## src/rtl/cbg_pkg.sv

```systemverilog
package cbg_pkg;
    localparam int unsigned CNT_OFS  = 32'h08;
    localparam int unsigned STAT_OFS = 32'h0c;

    typedef enum logic [1:0] {
        ST_IDLE = 2'd0,
        ST_HIGH = 2'd1,
        ST_LOW  = 2'd2
    } seq_state_t;
endpackage

```

## src/rtl/cbg_regs.sv

```systemverilog
module cbg_regs
    import cbg_pkg::*;
#(
    parameter int ADDR_W = 8,
    parameter int DATA_W = 32,
    parameter int CNT_W  = 16
) (
    input  logic              clk,
    input  logic              rst_n,
    input  logic [ADDR_W-1:0] bus_addr,
    input  logic              bus_wr,
    input  logic [DATA_W-1:0] bus_wdata,
    input  logic              busy,
    input  logic              burst_end,
    output logic              start,
    output logic [CNT_W-1:0]  start_cnt,
    output logic [DATA_W-1:0] bus_rdata,
    output logic              done,
    output logic [CNT_W-1:0]  cnt_rb
);
    localparam logic [ADDR_W-1:0] A_CNT  = ADDR_W'(CNT_OFS);
    localparam logic [ADDR_W-1:0] A_STAT = ADDR_W'(STAT_OFS);

    logic hit_cnt, hit_stat, clr_req, set_req;
    logic unused_wbits;

    assign unused_wbits = ^bus_wdata;
    assign hit_cnt   = bus_wr && (bus_addr == A_CNT);
    assign hit_stat  = bus_wr && (bus_addr == A_STAT);
    assign start     = hit_cnt && !busy;
    assign start_cnt = bus_wdata[CNT_W-1:0];
    assign clr_req   = hit_stat && bus_wdata[0];
    // a zero count completes at once; a finished burst completes on its last edge
    assign set_req   = burst_end || (start && (start_cnt == '0));

    always_ff @(posedge clk) begin
        if (!rst_n) begin
            cnt_rb <= '0;
            done   <= 1'b0;
        end else begin
            if (start) cnt_rb <= start_cnt;
            if (set_req)      done <= 1'b1;
            else if (clr_req) done <= 1'b0;
        end
    end

    always_comb begin
        bus_rdata = '0;
        if (bus_addr == A_CNT)       bus_rdata = DATA_W'(cnt_rb);
        else if (bus_addr == A_STAT) bus_rdata = DATA_W'(done);
    end
endmodule

```

## src/rtl/cbg_seq.sv

```systemverilog
module cbg_seq
    import cbg_pkg::*;
#(
    parameter int CNT_W = 16
) (
    input  logic             clk,
    input  logic             rst_n,
    input  logic             start,
    input  logic [CNT_W-1:0] start_cnt,
    output logic             busy,
    output logic             burst_end,
    output logic             dclk
);
    seq_state_t      state_q, state_d;
    logic [CNT_W-1:0] rem_q, rem_d;
    logic             last;

    assign last = (rem_q == CNT_W'(1));

    always_comb begin
        state_d = state_q;
        rem_d   = rem_q;
        unique case (state_q)
            ST_IDLE: if (start && (start_cnt != '0)) begin   // arm
                state_d = ST_HIGH;
                rem_d   = start_cnt;
            end
            ST_HIGH: state_d = ST_LOW;                        // fall
            ST_LOW: begin
                if (last) begin                               // finish
                    state_d = ST_IDLE;
                    rem_d   = '0;
                end else begin                                // again
                    state_d = ST_HIGH;
                    rem_d   = rem_q - 1'b1;
                end
            end
            default: state_d = ST_IDLE;
        endcase
    end

    always_ff @(posedge clk) begin
        if (!rst_n) begin
            state_q <= ST_IDLE;
            rem_q   <= '0;
        end else begin
            state_q <= state_d;
            rem_q   <= rem_d;
        end
    end

    always_comb begin
        dclk      = (state_q == ST_HIGH);
        busy      = (state_q != ST_IDLE);
        burst_end = (state_q == ST_LOW) && last;
    end
endmodule

```

## src/rtl/cfg_clk_burst.sv

```systemverilog
module cfg_clk_burst #(
    parameter int ADDR_W = 8,
    parameter int DATA_W = 32,
    parameter int CNT_W  = 16
) (
    input  logic              clk,
    input  logic              rst_n,
    input  logic [ADDR_W-1:0] bus_addr,
    input  logic              bus_wr,
    input  logic [DATA_W-1:0] bus_wdata,
    output logic [DATA_W-1:0] bus_rdata,
    output logic              dclk
);
    logic             start_w, busy_w, end_w, done_w;
    logic [CNT_W-1:0] start_cnt_w, cnt_rb_w;

    cbg_regs #(.ADDR_W(ADDR_W), .DATA_W(DATA_W), .CNT_W(CNT_W)) u_regs (
        .clk(clk), .rst_n(rst_n), .bus_addr(bus_addr), .bus_wr(bus_wr),
        .bus_wdata(bus_wdata), .busy(busy_w), .burst_end(end_w),
        .start(start_w), .start_cnt(start_cnt_w), .bus_rdata(bus_rdata),
        .done(done_w), .cnt_rb(cnt_rb_w)
    );

    cbg_seq #(.CNT_W(CNT_W)) u_seq (
        .clk(clk), .rst_n(rst_n), .start(start_w), .start_cnt(start_cnt_w),
        .busy(busy_w), .burst_end(end_w), .dclk(dclk)
    );
endmodule

```

## config.mk

```make
export PLATFORM = sky130hd
export DESIGN_NAME = cfg_clk_burst
export DESIGN_NICKNAME = d
export VERILOG_FILES = /design/src/rtl/cbg_pkg.sv /design/src/rtl/cbg_regs.sv /design/src/rtl/cbg_seq.sv /design/src/rtl/cfg_clk_burst.sv
export SDC_FILE = /design/constraint.sdc
export NUM_CORES = 1
export LEC_CHECK = 0
export ABC_CLOCK_PERIOD_IN_PS = 7000
export BUFFER_PORTS_ARGS = -buffer_cell sky130_fd_sc_hd__buf_2
export CAP_MARGIN = 30
export CORE_MARGIN = 2
export CORE_UTILIZATION = 53
export CTS_CLUSTER_SIZE = 30
export DETAILED_ROUTE_END_ITERATION = 12
export PLACE_DENSITY = 0.83
export SKIP_LAST_GASP = 1
export SYNTH_ARGS = -nofsm -noshare
export SYNTH_HDL_FRONTEND = slang
export SYNTH_HIERARCHICAL = 1
export SYNTH_SLANG_ARGS = --single-unit
```

## constraint.sdc

```tcl
create_clock -name clk -period 7 [get_ports clk]
set_input_delay 1.75 -clock clk [delete_from_list [all_inputs] [get_ports clk]]
set_output_delay 1.75 -clock clk [all_outputs]
set_load 0.03 [all_outputs]
```

# Yosys cells after proc, flatten, opt, wreduce, memory -nomap -nowiden
# Index checks and enable logic that the tools add are counted.
dict set report totals {
  regBits 35
  output_inout_bits 33
  inputBits 43
}
dict set report classes {
  reduce_logical 16
  eq_ne 6
  add_sub_neg 1
  mux 10
}
# operator n
set op_table {}
lappend op_table {{$mux 16} 2}
lappend op_table {{$mux 32} 1}
lappend op_table {{$pmux 16 s2} 1}
lappend op_table {{$eq 16x1->1 const B} 1}
lappend op_table {{$eq 8x4->1 const B} 2}
lappend op_table {{$logic_not 16->1} 1}
lappend op_table {{$reduce_bool 16->1} 1}
lappend op_table {{$sub 16x1->16 const B} 1}
lappend op_table {{$logic_and 1x1->1} 7}
lappend op_table {{$pmux 2 s3} 1}
lappend op_table {{$reduce_bool 2->1} 3}
lappend op_table {{$mux 1} 4}
lappend op_table {{$eq 2x1->1 const B} 1}
lappend op_table {{$eq 2x2->1 const B} 1}
lappend op_table {{$logic_not 2->1} 1}
lappend op_table {{$mux 2} 1}
lappend op_table {{$ne 2x1->1 const B} 1}
lappend op_table {{$reduce_and 2->1} 1}
lappend op_table {{$logic_not 1->1} 1}
lappend op_table {{$logic_or 1x1->1} 1}

# Longest topological paths before layout
# Gate-level depths: netlist of the first run.
dict set report depth {
  word_depth 6
  mapped_depth 11
  mapped_depth_nobuf 8
}

# Modules after synthesis
# The synthesis of the first run kept the hierarchy.
# module area_per_inst_um2 cells_each instances
set modules_own_cells {}
lappend modules_own_cells {cbg_seq 1171.1 147 1}
lappend modules_own_cells {cbg_regs 1123.6 119 1}

# Worst setup path before layout of the first run
# Ideal clock, no wire load.
dict set report synth_path {
  path_kind {input port to output port}
  from {in bus_addr[5]}
  to {out bus_rdata[11]}
  n_path_buf 1
  arrival_ps 2686
  stages 3
  slack_ps 2564
  path_cell_list {nor4_4 clkbuf_1 and3_1}
}
dict set report synth_via {
  elab_chain_cells 2
}
# element line
set synth_rtl {}
lappend synth_rtl {{from (decl)} cfg_clk_burst.sv:8} ;# input logic [ADDR_W-1:0] bus_addr,
lappend synth_rtl {{$eq 8x4->1} cbg_regs.sv:49} ;# if (bus_addr == A_CNT) bus_rdata = DATA_W'(cnt_rb);
lappend synth_rtl {{$mux 32} cbg_regs.sv:49}
lappend synth_rtl {{to (decl)} cfg_clk_burst.sv:11} ;# output logic [DATA_W-1:0] bus_rdata,
# Every way passes these cells.

# Final worst setup path of the first run
dict set report layout_path {
  from {in bus_addr[5]}
  to {out bus_rdata[0]}
}
dict set report layout_via {
  elab_chain_cells 3
  word_cells_on_any_way 4
}
# element line
set layout_rtl {}
lappend layout_rtl {{$eq 8x4->1} cbg_regs.sv:50} ;# else if (bus_addr == A_STAT) bus_rdata = DATA_W'(done);
lappend layout_rtl {{$mux 1} cbg_regs.sv:50}
lappend layout_rtl {{$mux 32 *} cbg_regs.sv:49}
# Mark *: on every way between the ends. The rest lies on a longest branch, timed or not.

==> load_flow_metrics.sql, run 1 <==
INSERT INTO impl_metrics (metric_group, metric, value, unit) VALUES
('cts', 'cts-htree-levels', '2', ''),
('power', 'static-leakage-power', '1.20', 'nW'),
('status', 'run_status', 'completed', ''),
('floorplan', 'number_of_top_level_pins', '76', ''),
('drt', 'drc', '0', ''),
('global_route', 'grt_pass1_wl', '7890', 'um'),
('worst_setup_path', 'internal_reg_to_reg_setup_slack', '4550', 'ps'),
('global_route', 'grt_start_max_net_pins', '35', ''),
('floorplan', 'core-area', '0.00409', 'mm2'),
('cells_and_area', 'utilization', '59.0', '%'),
('timing', 'rsz0062_at_grt', 'no', ''),
('drt', 'postRouteAntennaNets', '0', ''),
('global_route', 'first_global_vias', '1715', ''),
('cts', 'cts_setup_buffers', '0', ''),
('timing', 'timing_worst_slew_pin_value', '831', 'ps'),
('worst_setup_path', 'timing.setup.critical_path_class', 'in2out', ''),
('synth', 'average_footprint_of_a_synthesized_cell', '8.63', 'um2'),
('cts', 'numCtsBuffers', '5', ''),
('floorplan', 'die_area', '0.00487', 'mm2'),
('worst_setup_path', 'timing.rr.end', 'u_seq/rem_q[12]$_SDFFE_PN0P_', ''),
('run', 'max_cap_viol_count', '0', ''),
('synth', 'ffs_w_async_s_r_synth', '0', '%'),
('drt', 'vias_post_dr', '1922', ''),
('timing', 'post_route_clock_skew', '3.18', 'ps'),
('timing', 'finalHoldViolations', '0', ''),
('synth', 'postSynthCellCount', '266', ''),
('power', 'peakVddDrop', '0.0000782', 'V'),
('min_path', 'hold_path.class', 'reg2reg', ''),
('worst_setup_path', 'setup.worst_path.end_class', 'output port', ''),
('timing', 'timing.setup.tns', '0', 'ps'),
('synth', 'yosys.area.top_type_share', '30.5', '%'),
('synth', 'yosys_register_bits', '35', ''),
('floorplan', 'floorplan.die.width', '69.8', 'um'),
('worst_setup_path', 'crit_end', 'bus_rdata[0]', ''),
('cells_and_area', 'layout.nets', '333', ''),
('timing', 'fmax_achieved', '212', 'MHz'),
('worst_setup_path', 'critical_path_arrival', '2970', 'ps'),
('drt', 'wire_per_inst', '14.3', 'um'),
('global_route', 'grt_util_all_layers', '19.9', '%'),
('timing', 'slew-limit-headroom', '44.2', '%'),
('synth', 'ys_warn_count', '6', ''),
('synth', 'synth.lib_cells_used.distinct', '52', ''),
('worst_setup_path', 'critPathLaunch', 'bus_addr[5]', ''),
('cells_and_area', 'synthToLayoutAreaGrowth', '5.02', '%'),
('cts', 'cts_resized', '0', ''),
('drt', 'detail_route.iter0.violations', '114', ''),
('worst_setup_path', 'r2r_cells', '9', ''),
('worst_setup_path', 'worst-path-max-fanout', '17', ''),
('timing', 'fin_crit_sh', '67.5', '%'),
('global_route', 'grt_overflow_total', '0', ''),
('floorplan', 'start_util', '56.2', '%'),
('worst_setup_path', 'regToRegStartpoint', 'u_seq/state_q[0]$_SDFFE_PN0P_', ''),
('placed_design', 'hpwl', '3540', 'um'),
('synth', 'yosysSeqAreaShare', '30.5', '%'),
('cells_and_area', 'n_antenna_cell', '0', ''),
('synth', 'postSynth.topFlopCell', 'sky130_fd_sc_hd__dfxtp_1', ''),
('power', 'p_per_cell_area', '160', 'mW/mm2'),
('timing', 'final_slew_violations', '0', ''),
('timing', 'setup-violations-final', '0', ''),
('synth', 'post_synth_edffs', '0', ''),
('timing', 'layout_min_cycle_time', '4720', 'ps'),
('worst_setup_path', 'required_time_of_the_critical_path', '5250', 'ps'),
('drt', 'via_cell_ratio', '5.69', ''),
('placed_design', 'globalplace.congestion', '0.928', ''),
('cts', 'clk-insertion-delay-late', '290', 'ps'),
('cts', 'clk_pin_slew', '70', 'ps'),
('cells_and_area', 'post_route_cells_drive_above_1_share', '21.5', '%'),
('synth', 'post_synth_instance_area', '0.00229', 'mm2'),
('worst_setup_path', 'start_kind', 'input pin', ''),
('drt', 'first_pass_iters', '4', ''),
('cts', 'clock_path_buffers', '2', ''),
('drt', 'route.final.wire_length', '4830', 'um'),
('floorplan', 'rows', '23', ''),
('cts', 'cts-hold-fix-buffers', '0', ''),
('global_route', 'grt_antenna_before_repair', '0', ''),
('synth', 'synth_area_leader_cell', 'sky130_fd_sc_hd__dfxtp_1', ''),
('synth', 'synthTopCellsByArea', 'sky130_fd_sc_hd__dfxtp_1, sky130_fd_sc_hd__buf_4, sky130_fd_sc_hd__mux2i_1', ''),
('cts', 'ctsRootBufferMaster', 'sky130_fd_sc_hd__clkbuf_8', ''),
('placed_design', 'port_buffers', '43', ''),
('cts', 'numClockSinks', '35', ''),
('floorplan', 'chipHeight', '69.8', 'um'),
('cts', 'cts_tree', 'yes', '');
==> final cells by class <==
cell class / count / area [um2]
clock buffer: 6 / 82.6
tap: 50 / 62.6
multi-input combinational: 196 / 1310
sequential: 35 / 701
timing repair buffer: 44 / 223
fill: 376 / 1680
inverter: 6 / 22.5
clock inverter: 1 / 5.00
==> registers in the layout, indices dropped and copies added, names as in the netlist <==
signal and flops:
u_seq/state_q 2, u_seq/rem_q 16, u_regs/cnt_rb 16, u_regs/done 1
==> where the power goes <==
group	internal (mW)	switching, mW	total [mW]
sequential	0.199	0.000418	0.200
clock	0.0771	0.0705	0.148
combinational	0.0114	0.0272	0.0386
==> layer usage <==
layer  track usage (%)  part of all wire [%]
met1              25.8                    44
met2              30.2                    47
met3              4.94                   8.0
met4              10.7                   1.6
met5                 0                     0
==> cell usage after synthesis (3+ instances only) <==
master,n
sky130_fd_sc_hd__nand3_1,6
sky130_fd_sc_hd__and3_1,15
sky130_fd_sc_hd__a32o_1,3
sky130_fd_sc_hd__nand2b_1,4
sky130_fd_sc_hd__nand2_1,11
sky130_fd_sc_hd__a221oi_1,4
sky130_fd_sc_hd__xnor2_1,6
sky130_fd_sc_hd__mux2i_1,18
sky130_fd_sc_hd__and2_1,5
sky130_fd_sc_hd__nor2_1,14
sky130_fd_sc_hd__nor2b_1,17
sky130_fd_sc_hd__nand4_1,4
sky130_fd_sc_hd__a21oi_1,12
sky130_fd_sc_hd__nor4_1,9
sky130_fd_sc_hd__dfxtp_1,35
sky130_fd_sc_hd__inv_1,5
sky130_fd_sc_hd__buf_4,33
sky130_fd_sc_hd__o21ai_0,18
sky130_fd_sc_hd__clkbuf_1,8
==> critical path: stages <==
cell and delay [ps]:
sky130_fd_sc_hd__buf_2 110, sky130_fd_sc_hd__nor4_4 570, sky130_fd_sc_hd__nand3_1 200, sky130_fd_sc_hd__nor2_1 140, sky130_fd_sc_hd__buf_2 200
==> logic make-up after synthesis <==
| family | Yosys count | share of synthesized area (%) |
|---|---|---|
| muxes | 18 | 7.85 |
| adders and majority gates | 2 | 1.09 |
| xor gates and xnor gates | 7 | 2.67 |
| DFF | 35 | 30.5 |
| AOI/OAI and AO/OA | 49 | 13.9 |
| and+or+nand+nor | 104 | 29.1 |
| buffers and inverters | 50 | 14.7 |
| other | 1 | 0.163 |
==> per-stage QoR <==
step / hold WS [ps] / instances / area [um2] / power, mW / setup WS [ps]
after CTS: 519 / 338 / 2410 / 0.390 / 2260
final: 513 / 338 / 2410 / 0.386 / 2280
after detailed placement: 502 / 331 / 2320 / 0.243 / 2270
after global routing: 535 / 338 / 2410 / 0.399 / 2060
after floorplan: 471 / 281 / 2350 / 0.241 / 2560
after global placement: 490 / 331 / 2320 / 0.242 / 2290
==> placed cells by master (no fill, tap or decap), drive strengths merged, types with 2 or more instances in the layout <==
cell / synthesis / final
nor2b: 17 / 17
nor2: 15 / 15
o21ai: 18 / 18
and2: 6 / 6
a21oi: 12 / 12
ha: 2 / 2
nor4b: 2 / 2
a32o: 3 / 3
dfxtp: 35 / 35
buf: 36 / 44
nor4: 12 / 12
nand4: 5 / 5
a221oi: 4 / 4
nand4b: 2 / 2
nor3: 2 / 2
nand2: 11 / 11
o211a: 2 / 2
xnor2: 6 / 6
nand3b: 2 / 2
conb: 1 / 16
inv: 6 / 6
mux2i: 18 / 18
nand2b: 4 / 4
nand3: 6 / 6
and3b: 2 / 2
clkbuf: 8 / 6
and3: 15 / 15
==> worst min path at each step <==
stage / slack, ps / end / startpoint / cells after the start
after global routing: 540 / u_regs/cnt_rb[11]$_SDFFE_PN0P_ / u_regs/cnt_rb[11]$_SDFFE_PN0P_ / 2
final: 510 / u_regs/cnt_rb[3]$_SDFFE_PN0P_ / u_regs/cnt_rb[3]$_SDFFE_PN0P_ / 2
after floorplan: 470 / u_seq/rem_q[3]$_SDFFE_PN0P_ / u_seq/rem_q[3]$_SDFFE_PN0P_ / 2
after global placement: 490 / u_regs/cnt_rb[3]$_SDFFE_PN0P_ / u_regs/cnt_rb[3]$_SDFFE_PN0P_ / 2
after detailed placement: 500 / u_regs/cnt_rb[3]$_SDFFE_PN0P_ / u_regs/cnt_rb[3]$_SDFFE_PN0P_ / 2
after CTS: 520 / u_regs/cnt_rb[3]$_SDFFE_PN0P_ / u_regs/cnt_rb[3]$_SDFFE_PN0P_ / 2
Note: power is estimated with default switching activity, not from simulation.
==> inputs of run 2 (changes only) <==
--- a/config.mk
+++ b/config.mk
@@ -5,14 +5,14 @@
 export SDC_FILE = /design/constraint.sdc
 export NUM_CORES = 1
 export LEC_CHECK = 0
-export ABC_CLOCK_PERIOD_IN_PS = 7000
+export ABC_CLOCK_PERIOD_IN_PS = 4800
 export BUFFER_PORTS_ARGS = -buffer_cell sky130_fd_sc_hd__buf_2
 export CAP_MARGIN = 30
 export CORE_MARGIN = 2
-export CORE_UTILIZATION = 53
+export CORE_UTILIZATION = 51
 export CTS_CLUSTER_SIZE = 30
 export DETAILED_ROUTE_END_ITERATION = 12
-export PLACE_DENSITY = 0.83
+export PLACE_DENSITY = 0.81
 export SKIP_LAST_GASP = 1
 export SYNTH_ARGS = -nofsm -noshare
 export SYNTH_HDL_FRONTEND = slang
==> constraint.sdc (replaced) <==
create_clock -name clk -period 4.8 [get_ports clk]
set_input_delay 1.2 -clock clk [delete_from_list [all_inputs] [get_ports clk]]
set_output_delay 1.2 -clock clk [all_outputs]
set_load 0.03 [all_outputs]
==> load_flow_metrics.sql, run 2 (synthesis results as in run 1) <==
INSERT INTO impl_metrics (metric_group, metric, value, unit) VALUES
('status', 'run_status', 'completed', ''),
('global_route', 'grt_start_max_net_pins', '35', ''),
('cells_and_area', 'n_antenna_cell', '0', ''),
('power', 'clock_power_share', '38.1', '%'),
('worst_setup_path', 'timing.critical_path.slowest_stage_cell', 'sky130_fd_sc_hd__nor4_4', ''),
('timing', 'timing.setup.tns', '0', 'ps'),
('cts', 'clk-insertion-delay-late', '280', 'ps'),
('drt', 'postRouteAntennaNets', '0', ''),
('cells_and_area', 'layout_top_registers', 'u_regs/cnt_rb: 16 flops, u_seq/rem_q: 16 flops, u_seq/state_q: 2 flops', ''),
('floorplan', 'start_util', '52.7', '%'),
('power', 'peakVddDrop', '0.000135', 'V'),
('worst_setup_path', 'timing.setup.critical_path_class', 'in2out', ''),
('worst_setup_path', 'critical_path_arrival', '2520', 'ps'),
('worst_setup_path', 'timing.critical_path.mode_cell', 'sky130_fd_sc_hd__buf_2', ''),
('power', 'static-leakage-power', '1.20', 'nW'),
('cells_and_area', 'multiInputGateArea', '0.00131', 'mm2'),
('timing', 'fin_crit_sh', '77.5', '%'),
('min_path', 'hold_path.class', 'reg2reg', ''),
('worst_setup_path', 'start_kind', 'input pin', ''),
('global_route', 'grt_pass1_wl', '8220', 'um'),
('cts', 'numClockSinks', '35', ''),
('timing', 'finalHoldViolations', '0', ''),
('drt', 'via_cell_ratio', '5.73', ''),
('floorplan', 'core-area', '0.00435', 'mm2'),
('cells_and_area', 'num-fill-cells', '416', ''),
('global_route', 'first_global_vias', '1760', ''),
('cts', 'numCtsBuffers', '5', ''),
('worst_setup_path', 'worst-path-max-fanout', '17', ''),
('cells_and_area', 'synthToLayoutAreaGrowth', '5.13', '%'),
('drt', 'first_pass_iters', '4', ''),
('drt', 'vias_post_dr', '1949', ''),
('floorplan', 'floorplan.die.width', '71.1', 'um'),
('worst_setup_path', 'required_time_of_the_critical_path', '3600', 'ps'),
('worst_setup_path', 'family_with_the_most_delay_on_the_worst_path', 'simple AND/OR/NAND/NOR gates', ''),
('power', 'power.share.combinational', '10.1', '%'),
('timing', 'layout_min_cycle_time', '3720', 'ps'),
('timing', 'setup-violations-final', '0', ''),
('timing', 'post_route_clock_skew', '4.70', 'ps'),
('timing', 'rsz0062_at_grt', 'no', ''),
('timing', 'timing_worst_slew_pin_value', '798', 'ps'),
('worst_setup_path', 'slowest_delay', '590', 'ps'),
('cells_and_area', 'layout.nets', '333', ''),
('cts', 'cts-htree-levels', '2', ''),
('placed_design', 'globalplace.congestion', '0.867', ''),
('drt', 'route.final.wire_length', '4900', 'um'),
('drt', 'wire_per_inst', '14.4', 'um'),
('cts', 'cts_resized', '0', ''),
('power', 'total_power', '562', 'uW'),
('cts', 'cts_setup_buffers', '0', ''),
('cells_and_area', 'most_common_cell_after_layout_fill_and_taps_aside', 'sky130_fd_sc_hd__buf_2', ''),
('power', 'seq_power_share', '51.8', '%'),
('global_route', 'grt_util_all_layers', '20.4', '%'),
('cts', 'clk_pin_slew', '60', 'ps'),
('floorplan', 'die_area', '0.00505', 'mm2'),
('timing', 'slew-limit-headroom', '46.3', '%'),
('worst_setup_path', 'worst-path-buf-inv', '2', ''),
('cells_and_area', 'post_route_cells_drive_above_1_share', '21.5', '%'),
('placed_design', 'hpwl', '3590', 'um'),
('placed_design', 'port_buffers', '43', ''),
('cts', 'cts_tree', 'yes', ''),
('floorplan', 'chipHeight', '71.1', 'um'),
('floorplan', 'number_of_top_level_pins', '76', ''),
('timing', 'final_slew_violations', '0', ''),
('cts', 'clock_path_buffers', '2', ''),
('power', 'p_per_cell_area', '233', 'mW/mm2'),
('cells_and_area', 'layout.cell_area.non_filler', '0.00241', 'mm2'),
('cts', 'ctsRootBufferMaster', 'sky130_fd_sc_hd__clkbuf_8', ''),
('drt', 'detail_route.iter0.violations', '130', ''),
('cells_and_area', 'highest_count_cells_in_the_layout_ignoring_fill_and_taps', 'sky130_fd_sc_hd__buf_2, sky130_fd_sc_hd__dfxtp_1, sky130_fd_sc_hd__mux2i_1, sky130_fd_sc_hd__o21ai_0, sky130_fd_sc_hd__nor2b_1', ''),
('global_route', 'grt_overflow_total', '0', ''),
('worst_setup_path', 'crit_path_cell_trace', 'buf_2 > nor4_4 > nand3_1 > nor2_1 > buf_2', ''),
('placed_design', 'placement_cell_area', '0.00232', 'mm2'),
('run', 'max_cap_viol_count', '0', ''),
('power', 'power.net_switching', '143', 'uW'),
('global_route', 'grt_antenna_before_repair', '0', ''),
('cells_and_area', 'utilization', '55.4', '%'),
('power', 'intPower', '420', 'uW'),
('cells_and_area', 'final-seq-area', '701', 'um2'),
('cts', 'cts-hold-fix-buffers', '0', ''),
('floorplan', 'rows', '24', ''),
('worst_setup_path', 'setup.worst_path.end_class', 'output port', ''),
('drt', 'drc', '0', ''),
('timing', 'fmax_achieved', '269', 'MHz'),
('power', 'swShare', '25.3', '%');
==> run 2: worst register-to-register path, cell delays in order, from the launching register on <==
cell and delay (ps):
sky130_fd_sc_hd__dfxtp_1 340, sky130_fd_sc_hd__or2_2 310, sky130_fd_sc_hd__nand4b_1 170, sky130_fd_sc_hd__buf_4 270
sky130_fd_sc_hd__inv_2 70, sky130_fd_sc_hd__nand2b_1 60, sky130_fd_sc_hd__a41o_1 400, sky130_fd_sc_hd__nand2_1 400
sky130_fd_sc_hd__o21ai_0 180, sky130_fd_sc_hd__a32o_1 230
==> run 2: per-layer routing <==
| metal | vias up | routed length [um] | GRT usage, % |
|---|---|---|---|
| met5 | - | 0 | 0 |
| met4 | 0 | 44 | 5.66 |
| met3 | 4 | 420 | 4.99 |
| met2 | 94 | 2300 | 34.1 |
| met1 | 902 | 2130 | 26.2 |
| li1 | 949 | - | - |
==> run 2: layout make-up <==
cell class	count	share of cell area (%)
multi-input combinational	196	54.5
sequential	35	29.0
timing repair buffer	44	9.23
clock buffer	6	3.42
tap	52	2.70
inverter	6	0.934
clock inverter	1	0.207
==> run 2: path summary, 6_finish.rpt <==
| path | startpoint | end | slack (ps) | cells past startpoint |
|---|---|---|---|---|
| worst max register to register | u_seq/state_q[0]$_SDFFE_PN0P_ | u_seq/rem_q[10]$_SDFFE_PN0P_ | 2270 | 9 |
| worst min-delay path | u_regs/cnt_rb[8]$_SDFFE_PN0P_ | u_regs/cnt_rb[8]$_SDFFE_PN0P_ | 520 | 2 |
| worst min register to register | u_regs/cnt_rb[8]$_SDFFE_PN0P_ | u_regs/cnt_rb[8]$_SDFFE_PN0P_ | 520 | 2 |
| worst max-delay path | bus_addr[5] | bus_rdata[0] | 1080 | 5 |
==> run 2: through the flow <==
step | worst slack, ps | instances | hold slack [ps]
2_1_floorplan | 1460 | 281 | 471
4_1_cts | 1090 | 340 | 515
5_1_grt | 934 | 340 | 536
6_report | 1080 | 340 | 517
3_5_place_dp | 994 | 333 | 497
3_3_place_gp | 1100 | 333 | 490
==> run 2: power groups by stage <==
stage | clock network (mW) | logic (mW) | registers [mW]
global route | 0.235 | 0.0607 | 0.291
floorplan | 0 | 0.0530 | 0.298
detailed placement | 0 | 0.0561 | 0.298
CTS | 0.221 | 0.0562 | 0.291
global placement | 0 | 0.0554 | 0.298
finish | 0.214 | 0.0566 | 0.291
==> inputs of run 3 (changes only) <==
--- a/config.mk
+++ b/config.mk
@@ -5,14 +5,14 @@
 export SDC_FILE = /design/constraint.sdc
 export NUM_CORES = 1
 export LEC_CHECK = 0
-export ABC_CLOCK_PERIOD_IN_PS = 4800
+export ABC_CLOCK_PERIOD_IN_PS = 3070
 export BUFFER_PORTS_ARGS = -buffer_cell sky130_fd_sc_hd__buf_2
 export CAP_MARGIN = 30
 export CORE_MARGIN = 2
-export CORE_UTILIZATION = 51
+export CORE_UTILIZATION = 46
 export CTS_CLUSTER_SIZE = 30
 export DETAILED_ROUTE_END_ITERATION = 12
-export PLACE_DENSITY = 0.81
+export PLACE_DENSITY = 0.77
 export SKIP_LAST_GASP = 1
 export SYNTH_ARGS = -nofsm -noshare
 export SYNTH_HDL_FRONTEND = slang
==> constraint.sdc (replaced) <==
create_clock -name clk -period 3.07 [get_ports clk]
set_input_delay 0.7675 -clock clk [delete_from_list [all_inputs] [get_ports clk]]
set_output_delay 0.7675 -clock clk [all_outputs]
set_load 0.03 [all_outputs]
==> load_flow_metrics.sql, run 3 (synthesis results as in run 1) <==
INSERT INTO impl_metrics (metric_group, metric, value, unit) VALUES
('cts', 'cts_resized', '0', ''),
('worst_setup_path', 'start_kind', 'input pin', ''),
('timing', 'timing_worst_slew_pin_value', '821', 'ps'),
('worst_setup_path', 'critical_path_arrival', '1790', 'ps'),
('min_path', 'hold_path.class', 'reg2reg', ''),
('timing', 'rsz0062_at_grt', 'no', ''),
('timing', 'slew-limit-headroom', '44.8', '%'),
('cells_and_area', 'layout_top_registers', 'u_regs/cnt_rb: 16 flops, u_seq/rem_q: 16 flops, u_seq/state_q: 2 flops', ''),
('worst_setup_path', 'critPathLaunch', 'bus_addr[5]', ''),
('floorplan', 'start_util', '48.3', '%'),
('placed_design', 'hpwl', '3670', 'um'),
('worst_setup_path', 'setup.worst_path.end_class', 'output port', ''),
('drt', 'vias_post_dr', '1923', ''),
('worst_setup_path', 'timing.setup.critical_path_class', 'in2out', ''),
('cts', 'ctsRootBufferMaster', 'sky130_fd_sc_hd__clkbuf_8', ''),
('floorplan', 'number_of_top_level_pins', '76', ''),
('cts', 'cts-htree-levels', '2', ''),
('cells_and_area', 'instances_no_fill', '359', ''),
('placed_design', 'post-place-cells', '351', ''),
('drt', 'postRouteAntennaNets', '0', ''),
('timing', 'fmax_achieved', '391', 'MHz'),
('min_path', 'min_delay_path_depth', '2', ''),
('global_route', 'grt_antenna_before_repair', '0', ''),
('drt', 'via_cell_ratio', '5.36', ''),
('cts', 'numCtsBuffers', '5', ''),
('timing', 'finalHoldViolations', '0', ''),
('cts', 'cts_tree', 'yes', ''),
('cells_and_area', 'layout.cell_area.non_filler', '0.00248', 'mm2'),
('cells_and_area', 'post_route_cells_drive_above_1_share', '22.6', '%'),
('drt', 'route.final.wire_length', '4920', 'um'),
('timing', 'post_route_clock_skew', '6.84', 'ps'),
('drt', 'drc', '0', ''),
('run', 'max_cap_viol_count', '0', ''),
('cts', 'clock_path_buffers', '2', ''),
('cts', 'clk_pin_slew', '70', 'ps'),
('timing', 'post-route-worst-setup-slack', '510', 'ps'),
('floorplan', 'rows', '25', ''),
('floorplan', 'die_area', '0.00557', 'mm2'),
('placed_design', 'placement_cell_area', '0.00237', 'mm2'),
('global_route', 'grt_util_all_layers', '18.8', '%'),
('power', 'peakVddDrop', '0.000139', 'V'),
('global_route', 'grt_overflow_total', '0', ''),
('cells_and_area', 'utilization', '52.1', '%'),
('placed_design', 'port_buffers', '43', ''),
('placed_design', 'place_worst_setup_slack', '341', 'ps'),
('floorplan', 'core-area', '0.00475', 'mm2'),
('timing', 'final_slew_violations', '0', ''),
('global_route', 'grt_pass1_wl', '8140', 'um'),
('timing', 'layout_min_cycle_time', '2560', 'ps'),
('cells_and_area', 'synthToLayoutAreaGrowth', '8.02', '%'),
('worst_setup_path', 'r2r_cells', '8', ''),
('global_route', 'use_met1', '24.3', '%'),
('cells_and_area', 'n_antenna_cell', '0', ''),
('global_route', 'grt_busiest_layer', 'met2', ''),
('timing', 'timing.setup.tns', '0', 'ps'),
('global_route', 'first_global_vias', '1742', ''),
('cts', 'cts-hold-fix-buffers', '0', ''),
('cts', 'numClockSinks', '35', ''),
('cells_and_area', 'num-fill-cells', '460', ''),
('cells_and_area', 'multiInputGateArea', '0.00131', 'mm2'),
('timing', 'fin_crit_sh', '83.4', '%'),
('floorplan', 'floorplan.die.width', '74.6', 'um'),
('cells_and_area', 'highest_count_cells_in_the_layout_ignoring_fill_and_taps', 'sky130_fd_sc_hd__buf_2, sky130_fd_sc_hd__dfxtp_1, sky130_fd_sc_hd__mux2i_1, sky130_fd_sc_hd__o21ai_0, sky130_fd_sc_hd__nor2b_1', ''),
('min_path', 'hold_start', 'u_regs/cnt_rb[14]$_SDFFE_PN0P_', ''),
('cells_and_area', 'final-seq-area', '701', 'um2'),
('cts', 'clk-insertion-delay-late', '290', 'ps'),
('power', 'static-leakage-power', '1.22', 'nW'),
('cells_and_area', 'most_common_cell_after_layout_fill_and_taps_aside', 'sky130_fd_sc_hd__buf_2', ''),
('worst_setup_path', 'required_time_of_the_critical_path', '2300', 'ps'),
('drt', 'first_pass_iters', '4', ''),
('status', 'run_status', 'completed', ''),
('timing', 'setup-violations-final', '0', ''),
('power', 'p_per_cell_area', '389', 'mW/mm2'),
('cts', 'cts_setup_buffers', '0', ''),
('global_route', 'grt_start_max_net_pins', '35', ''),
('global_route', 'met2_usage', '31.4', '%'),
('drt', 'detail_route.iter0.violations', '134', ''),
('worst_setup_path', 'regToRegStartpoint', 'u_seq/state_q[0]$_SDFFE_PN0P_', ''),
('drt', 'wire_per_inst', '13.7', 'um'),
('global_route', 'grt_use_met3', '4.95', '%'),
('worst_setup_path', 'worst-path-max-fanout', '16', ''),
('placed_design', 'globalplace.congestion', '0.858', ''),
('floorplan', 'chipHeight', '74.6', 'um'),
('cells_and_area', 'layout.nets', '336', '');
[run 3: path summary, 6_finish.rpt]
kind | slack (ps) | to
max | 510 | bus_rdata[0]
min | 510 | u_regs/cnt_rb[14]$_SDFFE_PN0P_
max reg2reg | 860 | u_seq/rem_q[10]$_SDFFE_PN0P_
min reg2reg | 510 | u_regs/cnt_rb[14]$_SDFFE_PN0P_
[run 3: cell type report]
cell class	count	area share, %
tap	67	3.38
clock buffer	5	2.78
sequential	35	28.3
inverter	6	0.909
clock inverter	3	1.77
multi-input combinational	196	53.0
timing repair buffer	47	9.89
[run 3: metrics by stage]
stage | hold WS (ps) | total power, mW
after floorplan | 471 | 0.549
after global placement | 490 | 0.554
after detailed placement | 496 | 0.554
after CTS | 515 | 0.969
after global routing | 537 | 1.00
final | 511 | 0.965
[run 3: power breakdown]
part           internal [mW]  switching, mW
sequential             0.454       0.000972
combinational         0.0269         0.0627
clock                  0.242          0.178
total                  0.723          0.242
[run 3: worst max-delay path: stages]
cell	delay (ps)
sky130_fd_sc_hd__buf_2	110
sky130_fd_sc_hd__nor4_4	270
sky130_fd_sc_hd__buf_4	210
sky130_fd_sc_hd__nand3_1	120
sky130_fd_sc_hd__nor2_1	110
sky130_fd_sc_hd__buf_2	200
[run 3: metal layers]
| layer | share of wire, % | up-vias | wire length [um] |
|---|---|---|---|
| li1 | - | 960 | - |
| met1 | 44 | 879 | 2170 |
| met2 | 47 | 78 | 2300 |
| met3 | 7.9 | 6 | 390 |
| met4 | 1.0 | 0 | 50 |
| met5 | 0 | - | 0 |
